[src/rtl/cfg_pkg.sv]
package cfg_pkg;
  typedef enum logic {
    HS_IDLE = 1'b0,
    HS_ACK  = 1'b1
  } hs_state_e;
endpackage

[src/rtl/cfg_sync.sv]
module cfg_sync #(
  parameter int WIDTH  = 2,
  parameter int STAGES = 2
) (
  input  logic             clk_i,
  input  logic             rst_ni,
  input  logic [WIDTH-1:0] d_i,
  output logic [WIDTH-1:0] q_o
);
  for (genvar b = 0; b < WIDTH; b++) begin : g_bit
    logic [STAGES-1:0] chain_q;
    always_ff @(posedge clk_i or negedge rst_ni) begin
      if (!rst_ni) chain_q <= '0;
      else if (STAGES == 1) chain_q <= d_i[b];
      else chain_q <= {chain_q[STAGES-2:0], d_i[b]};
    end
    assign q_o[b] = chain_q[STAGES-1];
  end
endmodule

[src/rtl/cfg_hs_fsm.sv]
module cfg_hs_fsm
  import cfg_pkg::*;
(
  input  logic clk_i,
  input  logic rst_ni,
  input  logic rd_s_i,
  input  logic wr_s_i,
  input  logic sel_i,
  output logic fire_o,
  output logic own_ack_o
);
  hs_state_e state_q, state_d;

  // one legal strobe, in our window, while idle
  assign fire_o = (state_q == HS_IDLE) && sel_i && (rd_s_i ^ wr_s_i);

  always_comb begin
    state_d = state_q;
    unique case (state_q)
      HS_IDLE: if (fire_o) state_d = HS_ACK;
      HS_ACK:  if (!rd_s_i && !wr_s_i) state_d = HS_IDLE;
      default: state_d = HS_IDLE;
    endcase
  end

  always_ff @(posedge clk_i or negedge rst_ni) begin
    if (!rst_ni) state_q <= HS_IDLE;
    else state_q <= state_d;
  end

  assign own_ack_o = (state_q == HS_ACK);

  AST_ACK_HOLD: assert property (@(posedge clk_i) disable iff (!rst_ni)
    (own_ack_o && (rd_s_i || wr_s_i)) |=> own_ack_o);
  AST_ACK_RELEASE: assert property (@(posedge clk_i) disable iff (!rst_ni)
    (own_ack_o && !rd_s_i && !wr_s_i) |=> !own_ack_o);
  AST_ACK_CLAIMED: assert property (@(posedge clk_i) disable iff (!rst_ni)
    $rose(own_ack_o) |-> $past(sel_i && (rd_s_i != wr_s_i)));
endmodule

[src/rtl/cfg_regs.sv]
module cfg_regs #(
  parameter int N_REGS = 4,
  parameter int DW     = 32,
  localparam int IDX_W = $clog2(N_REGS)
) (
  input  logic             clk_i,
  input  logic             rst_ni,
  input  logic             we_i,
  input  logic [IDX_W-1:0] idx_i,
  input  logic [DW-1:0]    wdata_i,
  output logic [DW-1:0]    rdata_o
);
  logic [N_REGS-1:0][DW-1:0] regs_q;

  for (genvar i = 0; i < N_REGS; i++) begin : g_reg
    always_ff @(posedge clk_i or negedge rst_ni) begin
      if (!rst_ni) regs_q[i] <= '0;
      else if (we_i && (idx_i == IDX_W'(i))) regs_q[i] <= wdata_i;
    end
  end

  assign rdata_o = regs_q[idx_i];

  AST_REG_HOLD: assert property (@(posedge clk_i) disable iff (!rst_ni)
    !we_i |=> $stable(regs_q));
endmodule

[src/rtl/cfg_reg_slave.sv]
module cfg_reg_slave #(
  parameter int          AW          = 10,
  parameter int          DW          = 32,
  parameter int          N_REGS      = 4,
  parameter int          SYNC_STAGES = 2,
  parameter logic [9:0]  BASE_ADDR   = 10'h040
) (
  input  logic          clk_i,
  input  logic          rst_ni,
  input  logic [AW-1:0] addr_i,
  input  logic [DW-1:0] wdata_i,
  input  logic          rd_i,
  input  logic          wr_i,
  input  logic [DW-1:0] chain_rdata_i,
  input  logic          chain_ack_i,
  output logic [DW-1:0] rdata_o,
  output logic          ack_o
);
  localparam int IDX_W = $clog2(N_REGS);
  localparam logic [AW-1:0] BASE_W = AW'(BASE_ADDR);

  logic [1:0]    strb_s;
  logic          rd_s, wr_s, sel, fire, own_ack;
  logic [DW-1:0] reg_rdata, rdata_q;

  cfg_sync #(.WIDTH(2), .STAGES(SYNC_STAGES)) u_sync (
    .clk_i (clk_i),
    .rst_ni(rst_ni),
    .d_i   ({wr_i, rd_i}),
    .q_o   (strb_s)
  );
  assign rd_s = strb_s[0];
  assign wr_s = strb_s[1];

  assign sel = (addr_i[AW-1:IDX_W] == BASE_W[AW-1:IDX_W]);

  cfg_hs_fsm u_fsm (
    .clk_i    (clk_i),
    .rst_ni   (rst_ni),
    .rd_s_i   (rd_s),
    .wr_s_i   (wr_s),
    .sel_i    (sel),
    .fire_o   (fire),
    .own_ack_o(own_ack)
  );

  cfg_regs #(.N_REGS(N_REGS), .DW(DW)) u_regs (
    .clk_i  (clk_i),
    .rst_ni (rst_ni),
    .we_i   (fire && wr_s),
    .idx_i  (addr_i[IDX_W-1:0]),
    .wdata_i(wdata_i),
    .rdata_o(reg_rdata)
  );

  // snapshot read data at the access; writes return zero
  always_ff @(posedge clk_i or negedge rst_ni) begin
    if (!rst_ni) rdata_q <= '0;
    else if (fire) rdata_q <= rd_s ? reg_rdata : '0;
  end

  assign ack_o   = own_ack ? 1'b1 : chain_ack_i;
  assign rdata_o = own_ack ? rdata_q : chain_rdata_i;

  AST_FIRE_EXCLUSIVE: assert property (@(posedge clk_i) disable iff (!rst_ni)
    fire |-> !(rd_s && wr_s));
  AST_WRITE_ZERO: assert property (@(posedge clk_i) disable iff (!rst_ni)
    (fire && wr_s) |=> (rdata_o == '0));
endmodule

[config.mk]
export PLATFORM = sky130hd
export DESIGN_NAME = cfg_reg_slave
export DESIGN_NICKNAME = d
export VERILOG_FILES = /design/src/rtl/cfg_pkg.sv /design/src/rtl/cfg_sync.sv /design/src/rtl/cfg_hs_fsm.sv /design/src/rtl/cfg_regs.sv /design/src/rtl/cfg_reg_slave.sv
export SDC_FILE = /design/constraint.sdc
export NUM_CORES = 1
export LEC_CHECK = 0
export BUFFER_PORTS_ARGS = -buffer_cell sky130_fd_sc_hd__buf_2
export CORE_MARGIN = 2
export CORE_UTILIZATION = 33
export CTS_BUF_LIST = sky130_fd_sc_hd__clkbuf_4
export CTS_CLUSTER_SIZE = 24
export DETAILED_ROUTE_END_ITERATION = 8
export SYNTH_ARGS = -nofsm -noshare
export SYNTH_HDL_FRONTEND = slang
export SYNTH_SLANG_ARGS = --single-unit
[constraint.sdc]
create_clock -name clk_i -period 2.9 [get_ports clk_i]
set_clock_uncertainty 0.15 [all_clocks]
set_input_delay 0.145 -clock clk_i [delete_from_list [all_inputs] [get_ports clk_i]]
set_output_delay 0.145 -clock clk_i [all_outputs]
set_load 0.01 [all_outputs]
==> results.json, run 1 <==
{
  "path_class": "reg -> reg",
  "drtPass1Iterations": 6,
  "min_path_type": "in -> reg",
  "synth.ff_latch_count": 165,
  "max_slew_margin_pct": 59.2,
  "path_clk_slew_ps": 140,
  "gp_congestion": 0.725,
  "synthSimpleGateAreaFrac_pct": 2.15,
  "die_width_um": 156,
  "arrival_ps": 2750,
  "synth.area.top_cells": "dfrtp_1, mux2_2, mux2i_1",
  "layout.nets": 734,
  "area_growth_pct": 20.9,
  "clockBufferDepth": 2,
  "grt_pass1_wl_um": 28300,
  "multi_input_area_um2": 3300,
  "antenna_left": 0,
  "route.vias.total": 4705,
  "min_period_ps": 2460,
  "grt_max_degree": 50,
  "synthesis.instances": 506,
  "dieArea_um2": 24400,
  "yosys.area_share.adder_pct": 0.164,
  "worst_setup_path_start_kind": "flip-flop",
  "initial_utilization_pct": 33.6,
  "drt_iter0_markers": 201,
  "antenna_found_initial": 2,
  "grt_pass1_vias": 5291,
  "synth-xor-area-share_pct": 0,
  "vias_per_cell": 4.93,
  "whs_ps": 90.8,
  "r2r_setup_slack_ps": 440,
  "yosysSeqAreaShare_pct": 54.0,
  "critPathCaptureType": "flip-flop",
  "critPathMaxFanout": 20,
  "synthMuxAreaShare_pct": 38.1,
  "register_area_um2": 4130,
  "cap_violations": 0,
  "syn_nets": 586,
  "drv_slew": 0,
  "rows": 55,
  "worstMarginPinSlew_ps": 612,
  "core-area_um2": 22700,
  "synth.distinct_cells": 23,
  "cts_tree": "built",
  "rsz0062_at_grt": "false",
  "dp_hpwl_um": 11200,
  "worstPathRequired_ps": 3190,
  "timing.setup.tns_ps": 0,
  "status": "complete, no violations",
  "fin_crit_sh_pct": 84.9,
  "finalSetupViolations": 0,
  "finalHoldViolCount": 0,
  "vdd_drop_max_uv": 216,
  "grt_overflow_total": 0,
  "synth_largest_area_cell": "dfrtp_1",
  "io_pins": 112,
  "power_density_nw_per_um2": 446,
  "fill_cells": 2139,
  "port_buffers": 111,
  "clk_latency_ps": 560,
  "avgRoutedWirePerCell_um": 18.3,
  "leakage_nw": 4.67,
  "wirelength_um": 17500,
  "die_h_um": 156,
  "track_usage_pct": 15.2,
  "synth_top_family_by_area": "multiplexers",
  "cts_buffers": 17,
  "ys_warn_count": 0,
  "htreeDepth": 4,
  "root_buffer": "clkbuf_4",
  "drc_errors": 0,
  "drive_gt1_share_pct": 52.5,
  "cts.sinks": 165,
  "netlist_area_um2": 7640,
  "max_freq_mhz": 406,
  "avgSynthCellArea_um2": 15.1,
  "synth_top_area_share_pct": 54.0,
  "synth_compound_area_share_pct": 2.69,
  "post_cts_resized": 0
}
## final cells by class
cell class,count,share of cell area (%)
diodes,3,0.0812
multi-input cells,305,35.7
inverters,3,0.122
clock inverters,15,2.03
well taps,285,3.86
clock buffers,17,1.38
flip-flops and latches,165,44.7
repair buffers,162,12.1
## state kept, by name, indices dropped and copies added, names as in the netlist
signal	flops
rdata_q	32
u_fsm.own_ack_o	1
u_regs.regs_q	128
u_sync.g_bit.chain_q	4
## power by group
part           internal, W  leakage [nW]  total, W  switching [W]
Combinational     0.000158          2.22  0.000335       0.000177
Sequential         0.00232          2.29   0.00233     0.00000975
Clock             0.000674         0.164   0.00145       0.000781
Total              0.00315          4.67   0.00412       0.000967
## cells by family after synthesis
| family | after synthesis |
|---|---|
| simple gates | 15 |
| mux | 256 |
| fa+ha+maj | 1 |
| compound gates | 33 |
| buf+inv | 36 |
| flops | 165 |
## path summary, 6_finish.rpt
path,depth (start not counted),end,startpoint
min in group asynchronous,3,u_regs.regs_q[35]$_DFFE_PN0P_,rst_ni
max in group asynchronous,4,u_sync.g_bit[1].chain_q[0]$_DFF_PN0_,rst_ni
min reg2reg,0,u_sync.g_bit[0].chain_q[1]$_DFF_PN0_,u_sync.g_bit[0].chain_q[0]$_DFF_PN0_
min,2,u_sync.g_bit[1].chain_q[0]$_DFF_PN0_,wr_i
max reg2reg,4,rdata_q[23]$_DFFE_PN0P_,u_fsm.own_ack_o$_DFF_PN0_
max,4,rdata_q[23]$_DFFE_PN0P_,u_fsm.own_ack_o$_DFF_PN0_
## stage by stage
step	worst slack, ps	total power [W]	utilization, %	std cells	area, um^2
after global routing	408	0.00431	40.7	954	9240
after global placement	490	0.00266	37.6	883	8530
after detailed placement	466	0.00267	37.6	883	8530
after floorplan	565	0.00250	-	506	7640
final	438	0.00412	40.7	955	9240
after CTS	442	0.00418	40.7	952	9230
## critical path, stage by stage (launching register included)
cell and delay [ps]:
dfrtp_2 430, or4_4 620, or3_2 510, buf_4 280
mux2_4 350
## synth_stat cells (all sizes together)
cell type and number:
or2 1, nand3b 2, nand2b 2, mux2 192
nand2 1, inv 3, dfrtp 165, o21ai 1
or3 1, o22ai 32, mux2i 64, or3b 1
nand3 1, buf 25, clkbuf 8, or4 1
or4b 1, nor4 4, ha 1
## routing by layer
metal	vias up	global-route usage (%)	share of wire, %
met1	2424	18.3	43
met4	0	5.59	1.8
met5	-	0	0
li1	2171	-	-
met3	23	3.08	3.1
met2	87	26.7	52
## repair_timing
action,CTS,global route
hold buffers,37,0
setup endpoints to repair,0,0
hold endpoints to repair,295,0
setup buffers,0,0
## cell usage in the layout (no fill, tap or decap), types with 4 or more instances in the layout
cell / instances
buf_12: 5
mux2_1: 8
bufinv_16: 4
buf_4: 10
buf_2: 109
mux2_2: 155
nor4_4: 4
dfrtp_1: 164
o22ai_1: 32
dlygate4sd3_1: 36
mux2_4: 29
clkbuf_4: 17
mux2i_1: 64
Power figures use the tool's default switching activity.
==> run 2, diff against run 1 <==
==> constraint.sdc (replaced) <==
create_clock -name clk_i -period 2.5 [get_ports clk_i]
set_clock_uncertainty 0.15 [all_clocks]
set_input_delay 0.125 -clock clk_i [delete_from_list [all_inputs] [get_ports clk_i]]
set_output_delay 0.125 -clock clk_i [all_outputs]
set_load 0.01 [all_outputs]
==> run 2 against run 1 <==
Against the previous run:
- sequential share of layout area rose by 0.29 points
- cell area fell by 0.64%
- global-route usage fell by 0.22 points
- clock-buffer cell count did not move
- first-iteration DRC count fell by 34%
- register-to-register slack got worse by 340 ps
- critical path type unchanged
- critical endpoint is now rdata_q[16]$_DFFE_PN0P_
- largest power group unchanged
- highest routed layer unchanged
==> results.json, run 2 (same netlist as run 1, synthesis figures left out) <==
{
  "status": "complete, no violations",
  "power.total_w": 0.00446,
  "path_delay_family": "simple AND/OR/NAND/NOR gates",
  "cts.sinks": 165,
  "cts_buffers": 17,
  "drive_gt1_share_pct": 52.5,
  "wirelength_um": 17400,
  "min_path_type": "in -> reg",
  "initial_utilization_pct": 33.6,
  "drc_errors": 0,
  "most-common-layout-cells": "dfrtp_1, mux2_2, buf_2, mux2i_1, dlygate4sd3_1",
  "vias_per_cell": 4.88,
  "fill_cells": 2144,
  "root_buffer": "clkbuf_4",
  "grt_max_degree": 69,
  "antenna_left": 0,
  "gp_congestion": 0.702,
  "worstMarginPinSlew_ps": 650,
  "cts_tree": "built",
  "cap_violations": 0,
  "worstPathRequired_ps": 2760,
  "area_growth_pct": 20.2,
  "port_buffers": 111,
  "dieArea_um2": 24400,
  "worst_setup_path_start_kind": "flip-flop",
  "dp_cells": 886,
  "final_common_cell": "dfrtp_1",
  "leakage_nw": 4.65,
  "path_clk_slew_ps": 130,
  "vdd_drop_max_uv": 221,
  "antenna_found_initial": 1,
  "timing.setup.tns_ps": 0,
  "rsz0062_at_grt": "false",
  "clk_latency_ps": 530,
  "register_area_um2": 4130,
  "drv_slew": 0,
  "path_cells": "or4_4 > or3_2 > buf_12 > mux2_4",
  "whs_ps": 76.8,
  "drt_iter0_markers": 133,
  "multi_input_area_um2": 3300,
  "power_density_nw_per_um2": 486,
  "clockBufferDepth": 2,
  "cpMaxStageDelayCell": "or4_4",
  "layout.nets": 736,
  "max_slew_margin_pct": 56.6,
  "grt_overflow_total": 0,
  "die_h_um": 156,
  "route.vias.total": 4660,
  "path_class": "reg -> reg",
  "finalHoldViolCount": 0,
  "path_buf_inv": 1,
  "finalSetupViolations": 0,
  "track_usage_pct": 14.9,
  "max_freq_mhz": 417,
  "critPathCaptureType": "flip-flop",
  "core-area_um2": 22700,
  "rows": 55,
  "critPathMaxFanout": 21,
  "avgRoutedWirePerCell_um": 18.2,
  "max_stage_delay_ps": 620,
  "post_cts_resized": 0,
  "fin_cells": 955,
  "io_pins": 112,
  "fin_crit_sh_pct": 96.0,
  "arrival_ps": 2660,
  "largest_registers": "u_regs.regs_q x128, rdata_q x32, u_sync.g_bit.chain_q x4",
  "grt_pass1_wl_um": 28100,
  "dp_hpwl_um": 11000,
  "die_width_um": 156,
  "top_register": "u_regs.regs_q",
  "grt_pass1_vias": 5278,
  "drtPass1Iterations": 5,
  "min_period_ps": 2400,
  "largest_register_ff_count": 128,
  "htreeDepth": 4
}
==> run 2: cell count changes in the layout (fill, tap and decap cells not counted), sizes merged <==
cell,before,now
clkinv,9,10
bufinv,4,1
clkinvlp,2,3
inv,3,4
diode,3,1
buf,126,128
==> run 2: power breakdown <==
group / leakage, nW / switching [W] / internal (W)
combinational: 2.23 / 0.000204 / 0.000184
clock: 0.127 / 0.000896 / 0.000477
sequential: 2.29 / 0.0000116 / 0.00269
total: 4.65 / 0.00111 / 0.00335
==> run 2: cell type report <==
cell class,count,share of cell area [%]
diodes,1,0.0273
multi-input cells,305,35.9
clock buffers,17,1.39
repair buffers,164,12.4
flip-flops and latches,165,45.0
clock inverters,15,1.24
inverters,3,0.123
well taps,285,3.88
==> run 2: metal layers <==
metal	global-route usage, %	part of all wire, %
met5	0	0
met4	3.54	0.81
met3	3.33	3.3
met2	27.2	52
met1	17.9	44
==> run 2: path summary, 6_finish.rpt <==
check | slack (ps) | to | depth (start not counted) | start
min in group asynchronous | 530 | u_regs.regs_q[40]$_DFFE_PN0P_ | 3 | rst_ni
hold reg to reg | 210 | u_sync.g_bit[0].chain_q[1]$_DFF_PN0_ | 0 | u_sync.g_bit[0].chain_q[0]$_DFF_PN0_
setup / recovery | 100 | rdata_q[16]$_DFFE_PN0P_ | 4 | u_fsm.own_ack_o$_DFF_PN0_
max in group asynchronous | 870 | u_regs.regs_q[103]$_DFFE_PN0P_ | 4 | rst_ni
hold / removal | 80 | u_sync.g_bit[1].chain_q[0]$_DFF_PN0_ | 2 | wr_i
setup reg to reg | 100 | rdata_q[16]$_DFFE_PN0P_ | 4 | u_fsm.own_ack_o$_DFF_PN0_
==> run 2: timing repair <==
action                    in CTS  in global routing
hold buffers                  36                  0
hold endpoints to repair     295                  0
buffers inserted               0                  0
==> run 2: stage by stage <==
stage | area, um^2 | setup slack, ps | utilization, %
after floorplan | 7640 | 165 | -
after global placement | 8580 | 129 | 37.8
after detailed placement | 8580 | 122 | 37.8
after CTS | 9180 | 101 | 40.4
after global routing | 9180 | 54.0 | 40.4
final | 9180 | 100 | 40.4
==> run 3, diff against run 2 <==
--- a/config.mk
+++ b/config.mk
@@ -5,12 +5,14 @@
 export SDC_FILE = /design/constraint.sdc
 export NUM_CORES = 1
 export LEC_CHECK = 0
+export ABC_AREA = 1
 export BUFFER_PORTS_ARGS = -buffer_cell sky130_fd_sc_hd__buf_2
 export CORE_MARGIN = 2
 export CORE_UTILIZATION = 33
 export CTS_BUF_LIST = sky130_fd_sc_hd__clkbuf_4
 export CTS_CLUSTER_SIZE = 24
 export DETAILED_ROUTE_END_ITERATION = 8
+export MAX_ROUTING_LAYER = met4
 export SYNTH_ARGS = -nofsm -noshare
 export SYNTH_HDL_FRONTEND = slang
 export SYNTH_SLANG_ARGS = --single-unit
==> run 3 against run 2 <==
Against the previous run:
- global-route usage is 4.8 points higher
- critical path depth is 3 higher
- worst hold slack got worse by 41 ps
- clock-buffer cell count is 3 higher
- flip-flop and latch count unchanged
- sequential share of layout area decreased by 2.4 points
- sequential power hardly changed
- setup slack improved by 52 ps
- fmax rose by 2.2%
- total power grew 7.9%
- die area is 6.5% higher
- critical endpoint is now rdata_q[13]$_DFFE_PN0P_
- largest power group unchanged
==> results.json, run 3 <==
{
  "status": "complete, no violations",
  "grt_pass1_wl_um": 39700,
  "worst_r2r_path_depth": 7,
  "rsz0062_at_grt": "false",
  "vias_per_cell": 4.97,
  "antenna_left": 0,
  "synthesis.instances": 1084,
  "drt_iter0_markers": 531,
  "clk_latency_ps": 570,
  "synth_top_area_share_pct": 50.7,
  "htreeDepth": 4,
  "avgRoutedWirePerCell_um": 15.6,
  "synth.ff_latch_count": 165,
  "vdd_drop_max_uv": 183,
  "worstPathRequired_ps": 2860,
  "grt_max_degree": 99,
  "synth_largest_area_cell": "dfrtp_1",
  "worstMarginPinSlew_ps": 1060,
  "grt_overflow_total": 0,
  "die_h_um": 161,
  "synth.area.top_cells": "dfrtp_1, nand2_1, nand4_1",
  "arrival_ps": 2710,
  "dp_hpwl_um": 14500,
  "met3_usage_pct": 3.13,
  "hold_buffers": 41,
  "finalHoldViolCount": 0,
  "drtPass1Iterations": 5,
  "critPathCaptureType": "flip-flop",
  "route.vias.total": 7654,
  "grt.busiest_layer": "met2",
  "power_density_nw_per_um2": 495,
  "cts_tree": "built",
  "critPathLaunch": "u_fsm.own_ack_o$_DFF_PN0_",
  "path_clk_slew_ps": 130,
  "final_common_cell": "nand2_1",
  "root_buffer": "clkbuf_4",
  "drc_errors": 0,
  "path_class": "reg -> reg",
  "track_usage_pct": 19.7,
  "dieArea_um2": 26000,
  "finalSetupViolations": 0,
  "avgSynthCellArea_um2": 7.52,
  "netlist_area_um2": 8150,
  "ys.flop_type": "dfrtp_1",
  "critPathMaxFanout": 83,
  "fin_crit_sh_pct": 93.9,
  "io_pins": 112,
  "min_period_ps": 2350,
  "min_path_type": "in -> reg",
  "finish.utilization_pct": 40.1,
  "core-area_um2": 24200,
  "syn_nets": 1164,
  "fin_cells": 1540,
  "drv_slew": 0,
  "yosys-top-cells-count": "nand2_1, dfrtp_1, nand4_1",
  "met1_usage_pct": 26.8,
  "layout.nets": 1283,
  "endpoint": "rdata_q[13]$_DFFE_PN0P_",
  "synth.distinct_cells": 18,
  "rr_startpoint": "u_fsm.own_ack_o$_DFF_PN0_",
  "wirelength_um": 24100,
  "yosysMostFrequentCell": "nand2_1",
  "grt_use_met2_pct": 31.3,
  "clockBufferDepth": 2,
  "initial_utilization_pct": 33.6,
  "cap_violations": 0,
  "most-common-layout-cells": "nand2_1, dfrtp_1, nand4_1, buf_2, nand3_1",
  "area_growth_pct": 19.2,
  "synthArstFlopShare_pct": 100,
  "synth_edf_count": 0,
  "grt_pass1_vias": 7494,
  "postCtsSetupBuffers": 0,
  "top_register": "u_regs.regs_q",
  "largest_register_ff_count": 128,
  "cts.sinks": 165,
  "antenna_found_initial": 1,
  "die_width_um": 161,
  "yosysSeqAreaShare_pct": 50.7,
  "whs_ps": 35.7,
  "largest_registers": "u_regs.regs_q x128, rdata_q x32, u_sync.g_bit.chain_q x4",
  "max_slew_margin_pct": 29.1,
  "r2r_setup_slack_ps": 150,
  "max_freq_mhz": 426,
  "cts_buffers": 17,
  "post_cts_resized": 0,
  "drive_gt1_share_pct": 15.4,
  "worst_setup_path_start_kind": "flip-flop",
  "dp_cells": 1467,
  "timing.setup.tns_ps": 0,
  "leakage_nw": 5.40,
  "rr_endpoint": "rdata_q[13]$_DFFE_PN0P_",
  "gp_congestion": 0.759,
  "ys_warn_count": 0,
  "port_buffers": 111,
  "rows": 57
}
-- run 3: worst min path at each step --
stage,start,endpoint,slack [ps],cells past startpoint
5_1_grt,rd_i,u_sync.g_bit[0].chain_q[0]$_DFF_PN0_,4,2
6_report,wr_i,u_sync.g_bit[1].chain_q[0]$_DFF_PN0_,40,2
3_3_place_gp,rst_ni,u_regs.regs_q[105]$_DFFE_PN0P_,60,1
4_1_cts,wr_i,u_sync.g_bit[1].chain_q[0]$_DFF_PN0_,7,2
3_5_place_dp,rst_ni,u_regs.regs_q[9]$_DFFE_PN0P_,50,1
2_1_floorplan,rst_ni,rdata_q[0]$_DFFE_PN0P_,-320,0
-- run 3: worst max-delay path, stage by stage (launching register included) --
cell and delay, ps:
dfrtp_1 420, nor2_2 160, nand3_2 70, dlygate4sd3_1 590
nor2_4 190, buf_12 330, nand3_1 210, nand2_1 110
-- run 3: power by group --
group | internal, W | switching, W
combinational | 0.000167 | 0.000320
sequential | 0.00269 | 0.0000118
clock | 0.000709 | 0.000916
-- run 3: cell type report --
type	count	area, um^2
clock buffer	20	150
antenna	1	2.50
timing repair buffer	186	1310
sequential	165	4130
multi-input combinational	823	3540
fill	2553	14500
tap	324	405
inverter	10	37.5
clock inverter	11	135
-- run 3: routing by layer --
metal / vias up / share of wire [%]
met5: - / 0
met4: 0 / 1.2
met3: 17 / 4.6
met2: 213 / 47
met1: 3654 / 48
li1: 3770 / -
-- run 3: stage by stage --
step           total power [W]  cell area (um^2)  setup WS, ps
2_1_floorplan          0.00293              8150           259
3_3_place_gp           0.00318              9000           270
3_5_place_dp           0.00318              9000           258
4_1_cts                0.00486              9710           178
5_1_grt                0.00502              9720          21.3
6_report               0.00481              9720           152
-- run 3: logic make-up (layout without fill, tap and decap cells) --
kind of cell    Yosys count  in the layout  synth area share [%]
other cells               0              1                     0
buf+inv                  96            227                  5.82
flops                   165            165                  50.7
simple gates            821            821                  43.3
fa+ha+maj                 1              1                 0.154
compound gates            1              1                0.0614
